--- src/rtl/busclear_pkg.sv ---
package busclear_pkg;

    typedef enum logic [2:0] {
        BC_IDLE   = 3'd0,
        BC_SETTLE = 3'd1,
        BC_CHECK  = 3'd2,
        BC_LOW    = 3'd3,
        BC_FIN    = 3'd4
    } bc_state_e;

    function automatic int bc_max(input int a, input int b);
        return (a > b) ? a : b;
    endfunction

endpackage

--- src/rtl/busclear_sync.sv ---
module busclear_sync #(
    parameter int WIDTH  = 2,
    parameter int STAGES = 2
) (
    input  logic             clk,
    input  logic             rst_n,
    input  logic [WIDTH-1:0] async_i,
    output logic [WIDTH-1:0] sync_o
);
    // Reset value 1: an idle bus reads high.
    for (genvar b = 0; b < WIDTH; b++) begin : g_bit
        logic [STAGES-1:0] chain_d, chain_q;

        always_comb begin
            chain_d = {chain_q[STAGES-2:0], async_i[b]};
        end

        always_ff @(posedge clk or negedge rst_n) begin
            if (!rst_n) chain_q <= '1;
            else        chain_q <= chain_d;
        end

        assign sync_o[b] = chain_q[STAGES-1];
    end
endmodule

--- src/rtl/busclear_timer.sv ---
module busclear_timer #(
    parameter int WIDTH = 4
) (
    input  logic             clk,
    input  logic             rst_n,
    input  logic             load_i,
    input  logic [WIDTH-1:0] val_i,
    output logic             expired_o
);
    logic [WIDTH-1:0] cnt_d, cnt_q;

    always_comb begin
        cnt_d = cnt_q;
        if (load_i)            cnt_d = val_i;
        else if (cnt_q != '0)  cnt_d = cnt_q - 1'b1;
    end

    always_ff @(posedge clk or negedge rst_n) begin
        if (!rst_n) cnt_q <= '0;
        else        cnt_q <= cnt_d;
    end

    assign expired_o = (cnt_q == '0);
endmodule

--- src/rtl/busclear_seq.sv ---
module busclear_seq
    import busclear_pkg::*;
#(
    parameter int MAX_PULSES  = 100,
    parameter int LOW_CYC     = 8,
    parameter int SETTLE_CYC  = 6,
    parameter int SYNC_STAGES = 2
) (
    input  logic clk,
    input  logic rst_n,
    input  logic start_i,
    input  logic scl_i,
    input  logic sda_i,
    output logic scl_oe_o,
    output logic sda_oe_o,
    output logic ctrl_rst_o,
    output logic done_o,
    output logic reinit_o,
    output logic ok_o
);
    // Settle must cover the synchroniser so each sample sees the released line.
    localparam int EFF_SETTLE = bc_max(SETTLE_CYC, SYNC_STAGES + 1);
    localparam int EFF_LOW    = bc_max(LOW_CYC, 1);
    localparam int CNT_W      = $clog2(MAX_PULSES + 1);
    localparam int TMR_W      = $clog2(bc_max(EFF_SETTLE, EFF_LOW) + 1);
    localparam logic [TMR_W-1:0] LOW_LOAD    = TMR_W'(EFF_LOW - 1);
    localparam logic [TMR_W-1:0] SETTLE_LOAD = TMR_W'(EFF_SETTLE - 1);
    localparam logic [CNT_W-1:0] CNT_MAX     = CNT_W'(MAX_PULSES);

    typedef struct packed {
        bc_state_e        st;
        logic [CNT_W-1:0] cnt;
        logic             scl_oe;
        logic             hold;
        logic             done;
        logic             reinit;
        logic             ok;
    } seq_t;

    seq_t s_d, s_q;

    logic [1:0]       line_s;
    logic             bus_free;
    logic             tmr_load;
    logic [TMR_W-1:0] tmr_val;
    logic             tmr_exp;

    busclear_sync #(.WIDTH(2), .STAGES(SYNC_STAGES)) u_sync (
        .clk     (clk),
        .rst_n   (rst_n),
        .async_i ({scl_i, sda_i}),
        .sync_o  (line_s)
    );

    busclear_timer #(.WIDTH(TMR_W)) u_tmr (
        .clk       (clk),
        .rst_n     (rst_n),
        .load_i    (tmr_load),
        .val_i     (tmr_val),
        .expired_o (tmr_exp)
    );

    assign bus_free = line_s[1] & line_s[0];

    always_comb begin
        s_d      = s_q;
        tmr_load = 1'b0;
        tmr_val  = SETTLE_LOAD;
        s_d.done   = 1'b0;
        s_d.reinit = 1'b0;
        unique case (s_q.st)
            BC_IDLE: begin
                if (start_i) begin
                    s_d.st   = BC_SETTLE;
                    s_d.hold = 1'b1;
                    s_d.ok   = 1'b0;
                    s_d.cnt  = '0;
                    tmr_load = 1'b1;
                    tmr_val  = SETTLE_LOAD;
                end
            end
            BC_SETTLE: begin
                if (tmr_exp) s_d.st = BC_CHECK;
            end
            BC_CHECK: begin
                if (bus_free || (s_q.cnt == CNT_MAX)) begin
                    s_d.st     = BC_FIN;
                    s_d.ok     = bus_free;
                    s_d.hold   = 1'b0;
                    s_d.done   = 1'b1;
                    s_d.reinit = 1'b1;
                end else begin
                    s_d.st     = BC_LOW;
                    s_d.scl_oe = 1'b1;
                    s_d.cnt    = s_q.cnt + 1'b1;
                    tmr_load   = 1'b1;
                    tmr_val    = LOW_LOAD;
                end
            end
            BC_LOW: begin
                if (tmr_exp) begin
                    s_d.st     = BC_SETTLE;
                    s_d.scl_oe = 1'b0;
                    tmr_load   = 1'b1;
                    tmr_val    = SETTLE_LOAD;
                end
            end
            BC_FIN: begin
                s_d.st = BC_IDLE;
            end
            default: begin
                s_d.st     = BC_IDLE;
                s_d.hold   = 1'b0;
                s_d.scl_oe = 1'b0;
            end
        endcase
    end

    always_ff @(posedge clk or negedge rst_n) begin
        if (!rst_n) begin
            s_q <= '{st: BC_IDLE, cnt: '0, scl_oe: 1'b0, hold: 1'b0,
                     done: 1'b0, reinit: 1'b0, ok: 1'b0};
        end else begin
            s_q <= s_d;
        end
    end

    assign scl_oe_o   = s_q.scl_oe;
    assign sda_oe_o   = 1'b0;
    assign ctrl_rst_o = s_q.hold;
    assign done_o     = s_q.done;
    assign reinit_o   = s_q.reinit;
    assign ok_o       = s_q.ok;
endmodule

--- config.mk ---
export PLATFORM = sky130hd
export DESIGN_NAME = busclear_seq
export DESIGN_NICKNAME = d
export VERILOG_FILES = /design/src/rtl/busclear_pkg.sv /design/src/rtl/busclear_sync.sv /design/src/rtl/busclear_timer.sv /design/src/rtl/busclear_seq.sv
export SDC_FILE = /design/constraint.sdc
export NUM_CORES = 1
export LEC_CHECK = 0
export ABC_AREA = 1
export CAP_MARGIN = 30
export CORE_ASPECT_RATIO = 1.4
export CORE_MARGIN = 5
export CORE_UTILIZATION = 51
export CTS_CLUSTER_SIZE = 8
export DETAILED_ROUTE_END_ITERATION = 6
export GPL_TIMING_DRIVEN = 0
export PLACE_DENSITY_LB_ADDON = 0.1
export SKIP_CTS_REPAIR_TIMING = 1
export SYNTH_ARGS = -nofsm -noshare
export SYNTH_HDL_FRONTEND = slang
export SYNTH_SLANG_ARGS = --single-unit
--- constraint.sdc ---
create_clock -name clk -period 1.62 [get_ports clk]
set_input_delay 0.243 -clock clk [delete_from_list [all_inputs] [get_ports clk]]
set_output_delay 0.243 -clock clk [all_outputs]
set_load 0.05 [all_outputs]
==> results of run 1 <==
## worst max-delay path, delay by kind of cell, from the launching register on
| family | cells | cell delay (ns) |
|---|---|---|
| buffers and inverters | 4 | 0.32 |
| adder cells (fa/ha/maj) | 1 | 0.15 |
| flip-flops | 1 | 0.44 |
| AND/OR/NAND/NOR | 5 | 0.50 |
## through the flow
step	instance area, um^2	worst slack, ns	setup TNS [ns]	cells	power [W]
6_report	1461	0.1165	0	204	0.002128
5_1_grt	1461	-0.005347	-0.005347	204	0.002347
4_1_cts	1395	-0.1931	-0.6197	200	0.002106
3_5_place_dp	1359	0.07846	0	196	0.001805
3_3_place_gp	1359	0.1160	0	196	0.001773
2_1_floorplan	1240	0.2973	0	164	0.001552
## flip-flops by register name, summed over array words and instances, names as in the netlist
name	flops
scl_oe_o	1
u_sync.g_bit.chain_q	4
s_q	10
ok_o	1
ctrl_rst_o	1
u_tmr.cnt_q	4
done_o	1
## area by class of cell
type | instances | area (um^2)
timing repair buffer | 13 | 152.6
fill | 225 | 903.4
clock buffer | 4 | 36.28
tap | 23 | 28.78
sequential | 22 | 556.8
inverter | 30 | 115.1
buffer | 2 | 15.01
multi-input combinational | 110 | 556.8
## placed cells by master (no fill, tap or decap), drive strengths merged, types with 2 or more instances in the layout
| cell type | count |
|---|---|
| nand2 | 53 |
| inv | 30 |
| nor2 | 22 |
| dfrtp | 18 |
| nand3 | 17 |
| buf | 6 |
| dlymetal6s2s | 5 |
| a21oi | 4 |
| clkdlybuf4s50 | 4 |
| dfstp | 4 |
| o21ai | 4 |
| clkbuf | 4 |
| ha | 3 |
| nand4 | 2 |
## power by group through the flow
stage,Clock (W),Sequential [W],Combinational (W)
final,0.000299,0.000802,0.00103
after global routing,0.000338,0.000826,0.00118
after CTS,0.000308,0.000806,0.000992
after detailed placement,0,0.000819,0.000986
after global placement,0,0.000811,0.000962
after floorplan,0,0.000907,0.000646
## worst max path at each step
stage | cells past startpoint | end | start
4_1_cts | 2 | reinit_o | done_o
5_1_grt | 10 | u_tmr.cnt_q[1] | s_q[5]
3_5_place_dp | 9 | u_tmr.cnt_q[0] | s_q[5]
3_3_place_gp | 9 | u_tmr.cnt_q[0] | s_q[5]
2_1_floorplan | 9 | u_tmr.cnt_q[0] | s_q[5]
6_report | 10 | u_tmr.cnt_q[1] | s_q[5]
## routing by layer
metal  vias to the layer above  GRT usage, %
met3                         6         1.525
met5                         -             0
met1                       465         15.70
met4                         0         10.49
li1                        532             -
met2                         9         32.01
## kinds of logic (layout without fill, tap and decap cells)
group / after synthesis / count (layout) / synth area share [%]
AO/OA/AOI/OAI: 10 / 10 / 4.541
AND/OR/NAND/NOR: 96 / 96 / 36.83
flip-flops: 22 / 22 / 44.80
other: 1 / 1 / 0.3024
adder cells (fa/ha/maj): 3 / 3 / 3.028
buffers and inverters: 32 / 49 / 10.49
==> results.tsv, run 1 <==
stage	metric	value	unit
run_status	outcome	finished, final reports clean	
yosys	seq_area_frac_synth	44.80	%
min_path	hold_path.class	in2async	
floorplan	num_rows	21	
setup_path	crit_path_end_kind	flip-flop	
floorplan	die_x	51.67	um
clock_tree	numCtsBuffers	3	
clock_tree	clock_path_buffers	2	
clock_tree	cts_tree	yes	
placed_design	gp_congestion	0.7979	
global_route	grt.total_usage	16.25	%
global_route	antenna_found_initial	0	
power_and_ir_drop	seqPwrFrac	37.7	%
global_route	grt_pass1_wl	4278	um
route	routed-wl-met3	34	um
floorplan	core	2365	um^2
yosys	ys_async_sr_fraction	100.0	%
yosys	synth_edf_count	0	
power_and_ir_drop	clkPwrFrac	14.1	%
setup_path	worstPathCellList	inv_1, ha_1, inv_1, nor2_2, nand3_2, nand3_4, buf_4, nand3_1, nand2_1, inv_1	
yosys	syn_nets	172	
sta	fin_hold_ws	0.1433	ns
global_route	grt_pass1_vias	1067	
power_and_ir_drop	p_per_area	1456	nW/um^2
yosys	synth.area.top_cells	dfrtp_1 (36%), nand2_1 (15%), dfstp_2 (8.5%), inv_1 (7.9%), nor2_1 (6.4%)	
global_route	grt_max_degree	23	
setup_path	start_kind	flip-flop	
clock_tree	clock-sinks	22	
yosys	synthCells	164	
yosys	synth.most_common_cell	nand2_1	
yosys	ys_warn_count	0	
power_and_ir_drop	p_int	0.001195	W
power_and_ir_drop	p_comb_share	48.3	%
yosys	netlist_area	1240	um^2
setup_path	reg2reg_to	u_tmr.cnt_q[1]	
route	vias	1012	
clock_tree	clk_pin_slew_worst_paths	0.11	ns
setup_path	arrival	1.72	ns
cells_and_area	fin_util	61.80	%
setup_path	r2r_slack	0.12	ns
floorplan	die_h	68.34	um
sta	skew	0.005040	ns
cells_and_area	layout.nets	190	
yosys	yosysTopAreaCellShare	36.33	%
cells_and_area	syn2layout_area_growth	17.86	%
route	wl	2372	um
route	route.detailed.wl_per_inst	11.63	um
cells_and_area	drive_gt1_share	16.57	%
power_and_ir_drop	peakVddDrop	0.9181	mV
power_and_ir_drop	p_sw	0.0009334	W
route	wl_met2	1370	um
sta	drv_slew	0	
sta	finalHoldViolCount	0	
sta	max_freq	665.1	MHz
yosys	yosysUniqueCellTypes	24	
clock_tree	clock_latency	0.31	ns
floorplan	pin_count	11	
setup_path	cpMostUsedCell	inv_1	
power_and_ir_drop	p_sw_share	43.86	%
route	drt-initial-drc-count	23	
floorplan	start_util	52.43	%
route	drc_errors	0	
yosys	yosys-top-cells-count	nand2_1 (48), inv_1 (26), nor2_1 (21), dfrtp_1 (18), nand3_1 (14)	
sta	fin_crit_sh	92.81	%
setup_path	worstRegToRegCells	10	
setup_path	r2r-start	s_q[5]	
setup_path	cpPeakStageDelay	0.44	ns
placed_design	hpwl	1838	um
sta	period_needed	1.504	ns
clock_tree	cts_root_buffer	clkbuf_4	
setup_path	worst-path-max-fanout	6	
sta	setup_violations	0	
route	postRouteAntennaNets	0	
route	drt-met1-wl	911	um
power_and_ir_drop	p_leak	0.8824	nW
setup_path	critPathKind	reg2reg	
yosys	ys_seq_elements	22	
route	top_layer	met4	
sta	tightest_slew	0.5057	ns
floorplan	die_area	3531	um^2
placed_design	io_buffer_count	9	
yosys	synth_ff_type	dfrtp_1	
clock_tree	h-tree-depth	1	
global_route	gr-total-overflow	0	
job	drv_cap	0	
setup_path	critPathSlowestCell	dfrtp_2	
route	via_per_inst	4.961	
route	firstDrtPassIters	4	
cells_and_area	diodes	0	
setup_path	worstPathRequired	1.83	ns
yosys	synth.largest_area_cell	dfrtp_1	
sta	slew_headroom	66.23	%
yosys	avgSynthCellArea	7.561	um^2
No activity file was read; power rests on OpenSTA's default activity.
==> inputs of run 2 (changes only) <==
CORE_UTILIZATION = 56   (was 51)
HOLD_SLACK_MARGIN = 0.06   (was default)
==> results.tsv, run 2 (same netlist as run 1, synthesis figures left out) <==
stage	metric	value	unit
run_status	outcome	finished, final reports clean	
sta	setup-tns-final	0	ns
clock_tree	clock-sinks	22	
placed_design	hpwl	1702	um
floorplan	die_area	3269	um^2
global_route	grt_pass1_vias	987	
placed_design	gp_congestion	0.8122	
floorplan	num_rows	20	
global_route	gr-total-overflow	0	
sta	slew_headroom	65.92	%
placed_design	io_buffer_count	9	
sta	drv_slew	0	
clock_tree	clock_latency	0.31	ns
setup_path	cpPeakStageDelay	0.43	ns
setup_path	worst-path-max-fanout	7	
min_path	hold_path.class	in2async	
global_route	grt.total_usage	15.67	%
global_route	grt_pass1_wl	4084	um
floorplan	pin_count	11	
power_and_ir_drop	p_leak	0.8767	nW
route	vias	1024	
route	firstDrtPassIters	4	
floorplan	core	2152	um^2
setup_path	critPathKind	reg2reg	
setup_path	critPathBufInv	3	
power_and_ir_drop	peakVddDrop	1.080	mV
clock_tree	h-tree-depth	1	
route	drc_errors	0	
clock_tree	cts_tree	yes	
sta	fin_ws	0.1578	ns
placed_design	pre_cts_slack	0.08619	ns
route	wl	2265	um
cells_and_area	nFillCells	202	
setup_path	worstRegToRegCells	9	
setup_path	cp_top_family	simple AND/OR/NAND/NOR gates	
route	drt-initial-drc-count	9	
clock_tree	clock_path_buffers	2	
setup_path	worstPathCellList	inv_1, ha_1, inv_1, nor2_1, nand3_2, nand3_4, nand2_1, inv_2, nand3_1	
cells_and_area	most-common-layout-cells	nand2_1 (48), inv_1 (25), nor2_1 (21)	
setup_path	r2r_slack	0.16	ns
sta	skew	0.006247	ns
global_route	grt_max_degree	23	
setup_path	arrival	1.68	ns
sta	tightest_slew	0.5104	ns
sta	finalHoldViolCount	0	
setup_path	start_kind	flip-flop	
setup_path	critPathSlowestCell	dfrtp_2	
route	route.detailed.wl_per_inst	11.16	um
floorplan	die_x	49.77	um
setup_path	r2r-start	s_q[5]	
cells_and_area	syn2layout_area_growth	16.55	%
sta	rsz0062_at_grt	false	
cells_and_area	multi_input_area	554.3	um^2
setup_path	crit_path_end_kind	flip-flop	
cells_and_area	ff_latch_area	556.8	um^2
route	postRouteAntennaNets	0	
setup_path	cpMostUsedCell	inv_1	
floorplan	start_util	57.62	%
setup_path	worstPathRequired	1.83	ns
floorplan	die_h	65.68	um
clock_tree	clk_pin_slew_worst_paths	0.12	ns
clock_tree	cts_root_buffer	clkbuf_4	
sta	period_needed	1.462	ns
sta	max_freq	683.9	MHz
route	via_per_inst	5.044	
power_and_ir_drop	p_per_area	1473	nW/um^2
cells_and_area	diodes	0	
cells_and_area	layout.nets	190	
sta	setup_violations	0	
global_route	antenna_found_initial	0	
clock_tree	numCtsBuffers	3	
cells_and_area	final_common_cell	nand2_1	
cells_and_area	largest_register	s_q	
cells_and_area	biggestRegsByFlops	s_q (10), u_sync.g_bit.chain_q (4), u_tmr.cnt_q (4)	
cells_and_area	drive_gt1_share	16.02	%
job	drv_cap	0	
sta	fin_crit_sh	90.26	%
cells_and_area	largest_reg_flops	10	
setup_path	reg2reg_to	u_tmr.cnt_q[0]	
-- run 2: cell counts in the layout (fill, tap and decap cells not counted) --
No cell type changed its count.
-- run 2: how the worst max path moves through the flow --
stage / startpoint / end / slack, ns / cells after the start
3_3_place_gp: s_q[5] / u_tmr.cnt_q[0] / 0.11 / 9
3_5_place_dp: s_q[5] / u_tmr.cnt_q[0] / 0.09 / 9
4_1_cts: done_o / reinit_o / -0.19 / 2
6_report: s_q[5] / u_tmr.cnt_q[0] / 0.16 / 9
5_1_grt: s_q[5] / u_tmr.cnt_q[0] / 0.02 / 9
2_1_floorplan: s_q[5] / u_tmr.cnt_q[0] / 0.30 / 9
-- run 2: area by class of cell --
class	count	area share, %
Clock buffer	4	2.511
Inverter	30	7.965
Multi-Input combinational cell	110	38.35
Tap cell	22	1.905
Timing Repair Buffer	13	9.697
Buffer	2	1.039
Sequential cell	22	38.53
-- run 2: layer usage --
layer  share of wire [%]  up-vias  global-route usage, %  routed length (um)
li1                    -      535                      -                   -
met1                  44      477                  18.42                 987
met2                  53        6                  28.34                1203
met3                 1.5        6                  1.361                  33
met4                 1.8        0                  6.885                  41
met5                   0        -                      0                   0
-- run 2: stage by stage --
step	instance area, um^2	hold WS, ns	utilization [%]	power (W)	std cells
finish	1445	0.2186	67.15	0.002128	203
global placement	1358	0.3452	63.08	0.001762	195
detailed placement	1358	0.3487	63.08	0.001795	195
CTS	1394	0.3220	64.77	0.002105	199
floorplan	1240	-0.05259	-	0.001552	164
global route	1445	0.2382	67.15	0.002323	203
-- run 2: where the power goes --
part	switching, W	internal [W]
combinational	0.000663	0.000362
clock	0.000169	0.000137
sequential	0.000106	0.000692
